## src/rtl/irqt_pkg.sv

```systemverilog
// Package irqt_pkg
// Shared constants and types for the cycle-counting interrupt timer.
// Assumes a 16-bit CPU address and a 16-bit counter.
package irqt_pkg;

    localparam int CTR_W  = 16;
    localparam int LO_W   = 8;
    localparam int NIB_W  = 4;
    localparam int NIBS   = CTR_W / NIB_W;
    localparam int SEL_W  = 4;

    // Register regions, keyed by CPU address bits [15:12]
    localparam logic [3:0] RGN_RLD_BASE = 4'h8;
    localparam logic [3:0] RGN_CTRL     = 4'hC;
    localparam logic [3:0] RGN_ACK      = 4'hD;
    localparam logic [3:0] RGN_BANK     = 4'hF;

    // Control flags held by the register file
    typedef struct packed {
        logic byte_mode;
        logic run;
        logic run_after_ack;
    } ctl_t;

endpackage

```

## src/rtl/irqt_regs.sv

```systemverilog
// Module irqt_regs
// Decodes CPU writes by address nibble and holds the reload value, the
// control flags and the bank select. Emits one-cycle pulses for control
// and acknowledge writes. Assumes at most one write per clock.
module irqt_regs
    import irqt_pkg::*;
(
    input  logic               clk,
    input  logic               rst_n,
    input  logic               wr_en,
    input  logic [15:0]        wr_addr,
    input  logic [7:0]         wr_data,
    output logic [CTR_W-1:0]   reload,
    output ctl_t               ctl,
    output logic [SEL_W-1:0]   bank_sel,
    output logic               ctl_wr,
    output logic               ack_wr,
    output logic               load_req,
    output logic               load_byte_mode
);

    logic [3:0] region;
    assign region = wr_addr[15:12];

    // Strobes for the control and acknowledge regions
    assign ctl_wr         = wr_en && (region == RGN_CTRL);
    assign ack_wr         = wr_en && (region == RGN_ACK);
    assign load_req       = ctl_wr && wr_data[1];
    assign load_byte_mode = wr_data[2];

    // One nibble register per reload slice, each with its own region
    for (genvar g = 0; g < NIBS; g++) begin : g_nib
        localparam logic [3:0] MY_RGN = RGN_RLD_BASE + 4'(g);

        // Load this reload nibble on a write to its region
        always_ff @(posedge clk) begin
            if (!rst_n)
                reload[g*NIB_W +: NIB_W] <= '0;
            else if (wr_en && region == MY_RGN)
                reload[g*NIB_W +: NIB_W] <= wr_data[NIB_W-1:0];
        end
    end

    // Control flags: full load on a control write, run reloaded on acknowledge
    always_ff @(posedge clk) begin
        if (!rst_n) begin
            ctl <= '0;
        end else if (ctl_wr) begin
            ctl.byte_mode     <= wr_data[2];
            ctl.run           <= wr_data[1];
            ctl.run_after_ack <= wr_data[0];
        end else if (ack_wr) begin
            ctl.run <= ctl.run_after_ack;
        end
    end

    // Bank select register
    always_ff @(posedge clk) begin
        if (!rst_n)
            bank_sel <= '0;
        else if (wr_en && region == RGN_BANK)
            bank_sel <= wr_data[SEL_W-1:0];
    end


    rld_nib0_chk: assert property (@(posedge clk) disable iff (!rst_n)
        (wr_en && wr_addr[15:12] == 4'h8) |=>
            (reload[3:0] == $past(wr_data[3:0])) && (reload[15:4] == $past(reload[15:4])));


    rld_nib3_chk: assert property (@(posedge clk) disable iff (!rst_n)
        (wr_en && wr_addr[15:12] == 4'hB) |=>
            (reload[15:12] == $past(wr_data[3:0])) && (reload[11:0] == $past(reload[11:0])));


    ctl_flags_chk: assert property (@(posedge clk) disable iff (!rst_n)
        ctl_wr |=> ({ctl.byte_mode, ctl.run, ctl.run_after_ack} == $past(wr_data[2:0])));


    ack_run_chk: assert property (@(posedge clk) disable iff (!rst_n)
        ack_wr |=> (ctl.run == $past(ctl.run_after_ack)) && $stable(ctl.run_after_ack));


    unused_rgn_chk: assert property (@(posedge clk) disable iff (!rst_n)
        (!wr_en || wr_addr[15:12] == 4'hE || !wr_addr[15]) |=>
            $stable(reload) && $stable(ctl) && $stable(bank_sel));

endmodule

```

## src/rtl/irqt_counter.sv

```systemverilog
// Module irqt_counter
// The 16-bit cycle counter and the sticky interrupt flag. Counts in full
// width or low byte only, reloading on wrap. Assumes load_req only comes
// with hold (both derive from a control write).
module irqt_counter
    import irqt_pkg::*;
(
    input  logic               clk,
    input  logic               rst_n,
    input  logic               tick,
    input  logic               run,
    input  logic               byte_mode,
    input  logic [CTR_W-1:0]   reload,
    input  logic               load_req,
    input  logic               load_byte_mode,
    input  logic               hold,
    input  logic               clr_irq,
    output logic               irq
);

    logic [CTR_W-1:0] count;
    logic [CTR_W-1:0] count_nxt;
    logic [LO_W-1:0]  lo_inc;
    logic             wrap_full;
    logic             wrap_lo;
    logic             wrap;
    logic             step;

    // Wrap detection and step qualification
    always_comb begin
        wrap_full = (count == {CTR_W{1'b1}});
        wrap_lo   = (count[LO_W-1:0] == {LO_W{1'b1}});
        wrap      = byte_mode ? wrap_lo : wrap_full;
        step      = tick && run && !hold;
        lo_inc    = count[LO_W-1:0] + 1'b1;
    end

    // Next counter value: explicit load, wrap reload, or increment
    always_comb begin
        count_nxt = count;
        if (load_req) begin
            if (load_byte_mode)
                count_nxt = {count[CTR_W-1:LO_W], reload[LO_W-1:0]};
            else
                count_nxt = reload;
        end else if (step) begin
            if (byte_mode)
                count_nxt = {count[CTR_W-1:LO_W], wrap ? reload[LO_W-1:0] : lo_inc};
            else
                count_nxt = wrap ? reload : count + 1'b1;
        end
    end

    // Counter register
    always_ff @(posedge clk) begin
        if (!rst_n)
            count <= '0;
        else
            count <= count_nxt;
    end

    // Sticky interrupt: set on a counted wrap, cleared by software writes
    always_ff @(posedge clk) begin
        if (!rst_n)
            irq <= 1'b0;
        else if (clr_irq)
            irq <= 1'b0;
        else if (step && wrap)
            irq <= 1'b1;
    end


    byte_load_chk: assert property (@(posedge clk) disable iff (!rst_n)
        (load_req && load_byte_mode) |=>
            (count[CTR_W-1:LO_W] == $past(count[CTR_W-1:LO_W])) &&
            (count[LO_W-1:0] == $past(reload[LO_W-1:0])));


    full_load_chk: assert property (@(posedge clk) disable iff (!rst_n)
        (load_req && !load_byte_mode) |=> (count == $past(reload)));


    irq_cause_chk: assert property (@(posedge clk) disable iff (!rst_n)
        $rose(irq) |-> $past(tick && run && !hold));


    hi_byte_chk: assert property (@(posedge clk) disable iff (!rst_n)
        (byte_mode && !load_req) |=> (count[CTR_W-1:LO_W] == $past(count[CTR_W-1:LO_W])));


    irq_sticky_chk: assert property (@(posedge clk) disable iff (!rst_n)
        (irq && !clr_irq) |=> irq);


    irq_clear_chk: assert property (@(posedge clk) disable iff (!rst_n)
        clr_irq |=> !irq);


    idle_hold_chk: assert property (@(posedge clk) disable iff (!rst_n)
        (!run && !load_req) |=> ($stable(count) && ($past(irq) || !irq)));


    hold_step_chk: assert property (@(posedge clk) disable iff (!rst_n)
        (hold && !load_req) |=> $stable(count));

endmodule

```

## src/rtl/irqt_bankmap.sv

```systemverilog
// Module irqt_bankmap
// Maps a CPU read address to a program-memory bank. The lower 16 KB
// window follows the bank select, the upper one is fixed to the last
// bank. Assumes PRG_BANKS is a power of two no smaller than 2.
module irqt_bankmap
    import irqt_pkg::*;
#(
    parameter int PRG_BANKS = 8,
    parameter int BANK_W    = $clog2(PRG_BANKS)
) (
    input  logic [SEL_W-1:0]  bank_sel,
    input  logic [1:0]        addr_hi,
    output logic [BANK_W-1:0] prg_bank
);

    localparam logic [BANK_W-1:0] LAST_BANK = BANK_W'(PRG_BANKS - 1);

    logic [BANK_W-1:0] sel_wrapped;

    // Fit the select to the installed bank count
    if (BANK_W <= SEL_W) begin : g_trim
        assign sel_wrapped = bank_sel[BANK_W-1:0];
    end else begin : g_pad
        assign sel_wrapped = {{(BANK_W-SEL_W){1'b0}}, bank_sel};
    end

    // Window select by CPU address bits [15:14]
    always_comb begin
        case (addr_hi)
            2'b10:   prg_bank = sel_wrapped;
            2'b11:   prg_bank = LAST_BANK;
            default: prg_bank = '0;
        endcase
    end

endmodule

```

## src/rtl/irq_bank_timer.sv

```systemverilog
// Module irq_bank_timer
// Top of the cartridge cycle-counting interrupt timer with program bank
// select. Ties the write decoder, the counter and the read-window map
// together. Assumes one CPU write at most per clock and cpu_tick pulsing
// once per CPU cycle.
module irq_bank_timer
    import irqt_pkg::*;
#(
    parameter int PRG_BANKS = 8,
    parameter int BANK_W    = $clog2(PRG_BANKS)
) (
    input  logic              clk,
    input  logic              rst_n,
    input  logic              cpu_tick,
    input  logic              wr_en,
    input  logic [15:0]       cpu_addr,
    input  logic [7:0]        wr_data,
    output logic              irq,
    output logic [BANK_W-1:0] prg_bank
);

    logic [CTR_W-1:0] reload;
    ctl_t             ctl;
    logic [SEL_W-1:0] bank_sel;
    logic             ctl_wr;
    logic             ack_wr;
    logic             load_req;
    logic             load_byte_mode;
    logic             sw_touch;

    // Either software write region stalls the count and drops the interrupt
    assign sw_touch = ctl_wr || ack_wr;

    irqt_regs u_regs (
        .clk            (clk),
        .rst_n          (rst_n),
        .wr_en          (wr_en),
        .wr_addr        (cpu_addr),
        .wr_data        (wr_data),
        .reload         (reload),
        .ctl            (ctl),
        .bank_sel       (bank_sel),
        .ctl_wr         (ctl_wr),
        .ack_wr         (ack_wr),
        .load_req       (load_req),
        .load_byte_mode (load_byte_mode)
    );

    irqt_counter u_ctr (
        .clk            (clk),
        .rst_n          (rst_n),
        .tick           (cpu_tick),
        .run            (ctl.run),
        .byte_mode      (ctl.byte_mode),
        .reload         (reload),
        .load_req       (load_req),
        .load_byte_mode (load_byte_mode),
        .hold           (sw_touch),
        .clr_irq        (sw_touch),
        .irq            (irq)
    );

    irqt_bankmap #(
        .PRG_BANKS (PRG_BANKS),
        .BANK_W    (BANK_W)
    ) u_map (
        .bank_sel (bank_sel),
        .addr_hi  (cpu_addr[15:14]),
        .prg_bank (prg_bank)
    );


    low_window_chk: assert property (@(posedge clk) disable iff (!rst_n)
        (cpu_addr[15:14] == 2'b10) |-> (prg_bank == BANK_W'(bank_sel % PRG_BANKS)));


    fixed_window_chk: assert property (@(posedge clk) disable iff (!rst_n)
        (cpu_addr[15:14] == 2'b11) |-> (prg_bank == BANK_W'(PRG_BANKS - 1)));


    reset_clear_chk: assert property (@(posedge clk)
        !rst_n |=> (!irq && bank_sel == '0 && reload == '0));

endmodule

```

## config.mk

```make
export PLATFORM = sky130hd
export DESIGN_NAME = irq_bank_timer
export DESIGN_NICKNAME = d
export VERILOG_FILES = /design/src/rtl/irqt_pkg.sv /design/src/rtl/irqt_regs.sv /design/src/rtl/irqt_counter.sv /design/src/rtl/irqt_bankmap.sv /design/src/rtl/irq_bank_timer.sv
export SDC_FILE = /design/constraint.sdc
export NUM_CORES = 1
export LEC_CHECK = 0
export BUFFER_PORTS_ARGS = -buffer_cell sky130_fd_sc_hd__buf_2
export CAP_MARGIN = 25
export CORE_AREA = 2 2 99 53
export DETAILED_ROUTE_END_ITERATION = 7
export DIE_AREA = 0 0 101 55
export GPL_TIMING_DRIVEN = 0
export PLACE_DENSITY = 0.76
export REMOVE_ABC_BUFFERS = 1
export SLEW_MARGIN = 20
export SYNTH_ARGS = -nofsm -noshare
export SYNTH_HDL_FRONTEND = slang
export SYNTH_SLANG_ARGS = --single-unit
export TNS_END_PERCENT = 100
```

## constraint.sdc

```tcl
create_clock -name clk -period 5.25 [get_ports clk]
set_input_delay 0.2625 -clock clk [delete_from_list [all_inputs] [get_ports clk]]
set_output_delay 0.2625 -clock clk [all_outputs]
set_load 0.01 [all_outputs]
```

Word level (Yosys, flattened, before mapping)
Index checks and enable logic that the tools add are counted.
{"block": "word_totals", "ff_bits": 39, "latch_bits": 0, "ram_bits": 0, "romBits": 0, "inputBits": 28, "out_inout_bits": 4, "elab_cells": 54, "n_memories": 0}
{"block": "classes", "add_sub_neg": 2, "multipliers": 0, "div_mod_pow": 0, "n_lt_le_gt_ge": 0, "n_eq_ne": 13, "n_shift": 0, "mux": 10, "bitwise": 1, "n_reduce_logical": 17}
{"op": "16-bit 2-to-1 mux", "count": 5}
{"op": "4-bit equality test, second input constant", "count": 7}
{"op": "16-bit by 1-bit adder with 16-bit output, second input constant", "count": 1}
{"op": "16-bit equality test, second input constant", "count": 1}
{"op": "1-bit logical AND", "count": 11}
{"op": "8-bit by 1-bit adder with 8-bit output, second input constant", "count": 1}
{"op": "8-bit equality test, second input constant", "count": 1}
{"op": "8-bit 2-to-1 mux", "count": 1}
{"op": "3-bit one-hot mux with 2 select lines", "count": 1}
{"op": "2-bit equality test, second input constant", "count": 2}
{"op": "2-bit != test, second input constant", "count": 2}
{"op": "2-bit nonzero test", "count": 2}
{"op": "1-bit 2-to-1 mux", "count": 3}
{"op": "3-bit AND reduction", "count": 1}
{"op": "2-bit OR reduction", "count": 1}
{"op": "1-bit logical NOT", "count": 1}
{"op": "1-bit logical OR", "count": 1}
{"op": "1-bit inverter", "count": 1}

Logic depth before layout (Yosys ltp)
Gate-level depths: netlist of the first run.
{"block": "logic_depth", "word_depth": 7, "mapped_depth": 7, "ltp_nobuf": 6}

By module
A second synthesis of the first run with hierarchy kept.
{"block": "hier_totals", "cells_unflattened": 263, "hier_area_um2": 2230.9}
{"mod": "irqt_counter", "instances": 1, "cells_per_inst": 167, "area_per_inst_um2": 1262.5, "seq_area_each_um2": 340.3}
{"mod": "irqt_regs", "instances": 1, "cells_per_inst": 92, "area_per_inst_um2": 939.7, "seq_area_each_um2": 460.4}
{"mod": "irqt_bankmap", "instances": 1, "cells_per_inst": 3, "area_per_inst_um2": 22.5, "seq_area_each_um2": 0.0}
{"mod": "irq_bank_timer", "instances": 1, "cells_per_inst": 1, "area_per_inst_um2": 6.3, "seq_area_each_um2": 0.0}

Least setup slack after synthesis of the first run
No wires, ideal clock.
{"block": "synth_path", "path_kind": "register to register", "startpoint": "register u_ctr.count[9]", "endpoint": "register u_ctr.count[15]", "setup_time_ps": 122, "t_arrival_ps": 1772, "t_required_ps": 5128, "path_slack_ps": 3357, "path_stages_with_launch": 6, "n_path_buf": 0, "period_less_slack_ps": 1893, "cell_sequence": "dfxtp_1 > and4_1 > or3b_1 > or4_1 > o31a_1 > o311a_1"}
{"block": "synth_via", "elab_chain_cells": 6, "word_cells_on_any_way": 7, "classes_between": "add/sub (1); eq/ne (1); mux (5)"}
{"element": "from (decl)", "line": "irqt_counter.sv:21", "rtl": "logic [CTR_W-1:0] count;"}
{"element": "from (signal assigned)", "line": "irqt_counter.sv:59", "rtl": "count <= count_nxt;"}
{"element": "branches (longest 2 deep; another with 16-bit by 1-bit adder with 16-bit output)"}
{"element": "16-bit 2-to-1 mux *", "line": "irqt_counter.sv:50", "rtl": "count_nxt = wrap ? reload : count + 1'b1;"}
{"element": "16-bit 2-to-1 mux *", "line": "irqt_counter.sv:47", "rtl": "if (byte_mode)"}
{"element": "16-bit 2-to-1 mux *", "line": "irqt_counter.sv:46", "rtl": "end else if (step) begin"}
{"element": "16-bit 2-to-1 mux *", "line": "irqt_counter.sv:41", "rtl": "if (load_req) begin"}
Every way passes the cells marked *. The select of a mux whose other input is x is not followed.
A chain may end at the register's enable or synchronous reset.

Worst setup path after layout of the first run
{"block": "layout_path", "startpoint": "register u_ctr.count[0]", "endpoint": "register u_ctr.count[13]"}
{"block": "layout_via", "elab_chain_cells": 6, "word_cells_on_any_way": 8, "classes_between": "add/sub (1); eq/ne (2); mux (5)"}
{"element": "branches (longest 2 deep; another with 16-bit by 1-bit adder with 16-bit output)"}
{"element": "16-bit 2-to-1 mux *", "line": "irqt_counter.sv:50"}
{"element": "16-bit 2-to-1 mux *", "line": "irqt_counter.sv:47"}
{"element": "16-bit 2-to-1 mux *", "line": "irqt_counter.sv:46"}
{"element": "16-bit 2-to-1 mux *", "line": "irqt_counter.sv:41"}
Marked as above.

==> metrics.md, run 1 <==
| Metric | Value |
|---|---|
| Initial antenna violation count | 0 |
| Max-Cap Viols | 0 |
| Syn_area_per_cell | 8.50 um2 |
| Register area share after synthesis | 0.380 |
| Iter 0 DRT Violations | 158 |
| R2R cell count | 7 |
| Hold Crit Class | input pin to flop |
| EDFF count, synth | 0 |
| Period utilisation layout | 0.475 |
| Max VDD drop | 0.163 mV |
| Worst Setup End Kind | flop |
| Fmax | 401 MHz |
| WHS Endpoint | u_regs.ctl[0] |
| CP Launch Type | flop |
| Yosys cell types | 47 |
| Root buf cell | clkbuf_8 |
| Cell Rows | 18 |
| IO buf count | 15 |
| Status | finished clean |
| Reg2Reg Launch Point | u_ctr.count[0] |
| CTS Sinks | 39 |
| R2r setup slk | 2.75 ns |
| Drc violations | 0 |
| Fin util | 0.484 |
| Synth async-reset ratio | 0 |
| Largest net degree at the start of global routing | 42 |
| Post-cts gate resize count | 0 |
| Routed wire length | 5280 um |
| Synth Register Bits | 39 |
| Dpl hpwl | 3750 um |
| Initial Utilization | 0.435 |
| Kind of critical path | flop to flop |
| CORE AREA | 4730 um2 |
| CTS HTree Levels | 2 |
| Slew Limit Fails | 0 |
| Worst slew pin tran | 0.698 ns |
| R2r endpoint | u_ctr.count[13] |
| Fin. Hold Viols | 0 |
| Die ar. | 5560 um2 |
| Hold buffer count at CTS | 0 |
| Routability Congestion | 0.860 |
| P&R area growth vs syn | 11.3% |
| Clk_skew | 0.00823 ns |
| WL/cell | 16.7 um |
| Layout cell share with drive strength beyond 1 | 0.109 |
| Critical Path Start | u_ctr.count[0] |
| Crit Path Max Fanout | 11 |
| Grt ovf | 0 |
| Finish-stage setup viols | 0 |
| Commonest cells after routing, fill and taps aside | dfxtp_1, nand2_1, nand3_1 |
| CTS tree | done |
| Minimum clock period | 2.50 ns |
| TritonCTS buffer count | 5 |
| RSZ-0062 raised after global routing | false |
| First-pass GRT wire length | 8220 um |
| Nets | 284 |
| Post-synth top flop | dfxtp_1 |
| Via count | 1890 |
| Setup TNS Final | 0 ns |
| P per Cell Area | 263 nW/um2 |
| Hold path depth | 3 |
| Yosys warnings | 0 |
| Vias in the first global route | 1595 |
| Vias per cell | 5.98 |
| HP Start | wr_data[0] |
| Die Y | 55 um |
| GR Util All Layers | 0.202 |
| ANT cells | 0 |
| Drt first pass iters | 4 |
| Width of the die | 101 um |
| Normalized max-slew margin | 0.531 |
| Pleak | 0.790 nW |
| WHS | 0.267 ns |
| Syn Inst Count | 242 |
| Crit path arrival time | 2.69 ns |
| Clk_lat worst skew | 0.31 ns |
| Maximum clock path buffer count | 2 |
| I/O pin cnt | 32 |
| Post-route ant nets | 0 |
| Clock transition at path regs | 0.09 ns |
| Commonest non-fill, non-tap cell in the layout | dfxtp_1 |
| Setup repair bufs after CTS | 0 |
| Worst path required time | 5.44 ns |
| Mapped cell area | 2060 um2 |
layout make-up:
cell class,instances,area (um2)
fillers,486,2440
multi-input cells,193,1240
flip-flops and latches,39,781
repair buffers,16,82.6
well taps,60,75.1
clock buffers,5,68.8
clock inverters,3,46.3
flip-flops by register name, summed over array words and instances (netlist names):
register,count
u_regs.reload,16
u_ctr.irq,1
u_ctr.count,16
u_regs.bank_sel,3
u_regs.ctl,3
how the worst max path moves through the flow:
stage / end
4_1_cts: u_ctr.count[13]
6_report: u_ctr.count[13]
3_3_place_gp: u_ctr.count[14]
3_5_place_dp: u_ctr.count[13]
2_1_floorplan: u_ctr.count[13]
5_1_grt: u_ctr.count[14]
per-layer routing:
layer	global-route usage	vias to the layer above	share of wire
met5	0	-	0
met4	0.0698	0	0.0072
met3	0.0553	5	0.078
met2	0.237	70	0.36
met1	0.328	873	0.55
li1	-	942	-
Yosys cell counts, types with 5 or more instances:
cell type   n  share of area
dfxtp_1    39           0.38
nand2_1    31          0.057
nand3_1    20          0.049
mux2i_1    14          0.068
nor2_1     13          0.024
o21ai_0    13          0.032
a21boi_0   11          0.040
nor2b_1    11          0.033
a21oi_1     9          0.022
clkbuf_1    8          0.015
o21a_1      8          0.029
a31oi_1     6          0.018
and3_1      5          0.015
o311a_1     5          0.024
per-stage QoR:
stage          area, um2  worst slack, ns  cells  power, mW
6_report            2290             2.75    316      0.603
5_1_grt             2290             2.58    316      0.619
4_1_cts             2290             2.81    316      0.608
3_5_place_dp        2170             2.79    308      0.346
3_3_place_gp        2170             2.73    307      0.345
2_1_floorplan       2020             3.22    232      0.326
cell families (layout without fill, tap and decap cells):
group / Yosys count / in the layout / synth area share
AOI/OAI and AO/OA: 72 / 72 / 0.249
DFF: 39 / 39 / 0.380
muxes: 15 / 15 / 0.0736
buffers and inverters: 10 / 24 / 0.0195
adders and majority gates: 1 / 1 / 0.00608
and+or+nand+nor: 105 / 105 / 0.273
report_power, final:
part / switching, mW / internal (mW)
logic: 0.0231 / 0.0146
clock network: 0.119 / 0.143
registers: 0.00356 / 0.299
total: 0.146 / 0.457
worst max-delay path, cell delays in order (launching register included):
cell     delay, ns
dfxtp_1       0.44
ha_1          0.33
nand2_1       0.13
nor2_1        0.47
a21oi_1       0.31
buf_4         0.26
and3_1        0.17
o31a_1        0.28
No activity file was read; power rests on OpenSTA's default activity.
==> run 2: changes to the inputs <==
==> constraint.sdc (replaced) <==
create_clock -name clk -period 2.5 [get_ports clk]
set_input_delay 0.125 -clock clk [delete_from_list [all_inputs] [get_ports clk]]
set_output_delay 0.125 -clock clk [all_outputs]
set_load 0.01 [all_outputs]
==> metrics.md, run 2 (synthesis results as in run 1) <==
| Metric | Value |
|---|---|
| Status | finished clean |
| Slew Limit Fails | 0 |
| Vias per cell | 6.03 |
| Buf+Inv Stages, Crit Path | 1 |
| Hold Crit Class | input pin to flop |
| P per Cell Area | 552 nW/um2 |
| IO buf count | 15 |
| Root buf cell | clkbuf_8 |
| Die Y | 55 um |
| Worst Setup End Kind | flop |
| Grt ovf | 0 |
| I/O pin cnt | 32 |
| Clk_lat worst skew | 0.31 ns |
| Finish-stage setup viols | 0 |
| Biggest regs | u_ctr.count: 16 flops, u_regs.reload: 16 flops |
| Max-Cap Viols | 0 |
| WL/cell | 16.7 um |
| P&R area growth vs syn | 11.4% |
| Commonest non-fill, non-tap cell in the layout | dfxtp_1 |
| Worst path required time | 2.69 ns |
| Dpl hpwl | 3750 um |
| Crit-path leading delay family | compound AO/OA/AOI/OAI gates |
| Critical Path Start | u_ctr.count[14] |
| Worst slew pin tran | 0.709 ns |
| CP Launch Type | flop |
| CTS Sinks | 39 |
| Fin util | 0.485 |
| Via count | 1905 |
| Post-route ant nets | 0 |
| Crit path arrival time | 2.51 ns |
| Levels on crit path | 6 |
| First-pass GRT wire length | 8220 um |
| Layout cell share with drive strength beyond 1 | 0.113 |
| Minimum clock period | 2.31 ns |
| R2R cell count | 6 |
| R2r endpoint | u_ctr.count[13] |
| Met3 Use GR | 0.0553 |
| Max VDD drop | 0.342 mV |
| Initial antenna violation count | 0 |
| Reg2Reg Launch Point | u_ctr.count[14] |
| Setup TNS Final | 0 ns |
| Crit-path cells | nand3_1 -> o31ai_1 -> a21oi_1 -> buf_4 -> and3_1 -> o31a_1 |
| Drt first pass iters | 4 |
| Routed wire length | 5280 um |
| Width of the die | 101 um |
| Largest net degree at the start of global routing | 42 |
| Die ar. | 5560 um2 |
| GR Util All Layers | 0.202 |
| TritonCTS buffer count | 5 |
| Overall Power | 1.27 mW |
| Crit Path Max Fanout | 11 |
| CTS HTree Levels | 2 |
| CORE AREA | 4730 um2 |
| Nets | 284 |
| Pleak | 0.790 nW |
| Commonest cells after routing, fill and taps aside | dfxtp_1, nand2_1, nand3_1 |
| Cell Rows | 18 |
| Fin. Hold Viols | 0 |
| Slowest stage cell, crit path | o31ai_1 |
| GRT busiest layer | met1 |
| R2r setup slk | 0.19 ns |
| Routability Congestion | 0.860 |
| Initial Utilization | 0.435 |
| ANT cells | 0 |
| Kind of critical path | flop to flop |
| RSZ-0062 raised after global routing | false |
| Fmax | 432 MHz |
| GRT met1 Usage | 0.328 |
| CTS tree | done |
| Iter 0 DRT Violations | 153 |
| Vias in the first global route | 1595 |
| WHS | 0.128 ns |
| Clock transition at path regs | 0.09 ns |
| Period utilisation layout | 0.925 |
| Maximum clock path buffer count | 2 |
| Critical Path Max Stage Delay | 0.57 ns |
| FILL cells | 485 |
| Met2 Usage GRT | 0.237 |
| Clk_skew | 0.00833 ns |
| Normalized max-slew margin | 0.524 |
| Worst setup path end | u_ctr.count[13] |
| Drc violations | 0 |
## run 2: cell count changes in the layout (fill, tap and decap cells not counted)
cell,previous run,this run
nor2_2,0,1
nor2_1,13,12
## run 2: report_power, final
group | leakage, nW | switching [mW] | internal [mW] | total [mW]
Sequential | 0.315 | 0.00748 | 0.627 | 0.635
Combinational | 0.421 | 0.0484 | 0.0306 | 0.0790
Clock | 0.0548 | 0.251 | 0.301 | 0.552
Total | 0.790 | 0.307 | 0.959 | 1.27
## run 2: how the worst min path moves through the flow
| stage | cells past startpoint | from | endpoint |
|---|---|---|---|
| CTS | 3 | wr_data[0] | u_regs.ctl[0] |
| global route | 3 | cpu_tick | u_ctr.irq |
| floorplan | 2 | rst_n | u_ctr.irq |
| global placement | 3 | cpu_tick | u_ctr.irq |
| detailed placement | 3 | cpu_tick | u_ctr.irq |
| finish | 3 | wr_data[0] | u_regs.ctl[0] |
## run 2: metrics by stage
step / worst slack [ns] / std cells / cell area [um2]
final: 0.187 / 316 / 2290
after floorplan: 0.467 / 232 / 2020
after global routing: 0.0650 / 316 / 2290
after CTS: 0.0557 / 316 / 2290
after global placement: 0.0130 / 307 / 2170
after detailed placement: 0.0811 / 308 / 2170
## run 2: worst register-to-register path: cells and delay by family (launching register included)
kind | cells | cell delay, ns
AO/OA/AOI/OAI | 3 | 1.15
flip-flops | 1 | 0.42
AND/OR/NAND/NOR | 2 | 0.38
buffers and inverters | 1 | 0.25
## run 2: final cells by class
cell class / count / area, um2 / area share
Clock inverter: 3 / 46.3 / 0.0202
Timing Repair Buffer: 16 / 82.6 / 0.0360
Clock buffer: 5 / 68.8 / 0.0300
Multi-Input combinational cell: 193 / 1240 / 0.540
Sequential cell: 39 / 781 / 0.341
Tap cell: 60 / 75.1 / 0.0328
## run 2: repair_timing
item | CTS | global route
setup endpoints to repair | 0 | 4
hold buffers | 0 | 0
setup buffers | 0 | 0
resized for setup | 0 | 1
## run 2: per-layer routing
| layer | share of wire | routed length, um |
|---|---|---|
| met1 | 0.56 | 2930 |
| met2 | 0.36 | 1900 |
| met3 | 0.078 | 412 |
| met4 | 0.0072 | 38 |
| met5 | 0 | 0 |
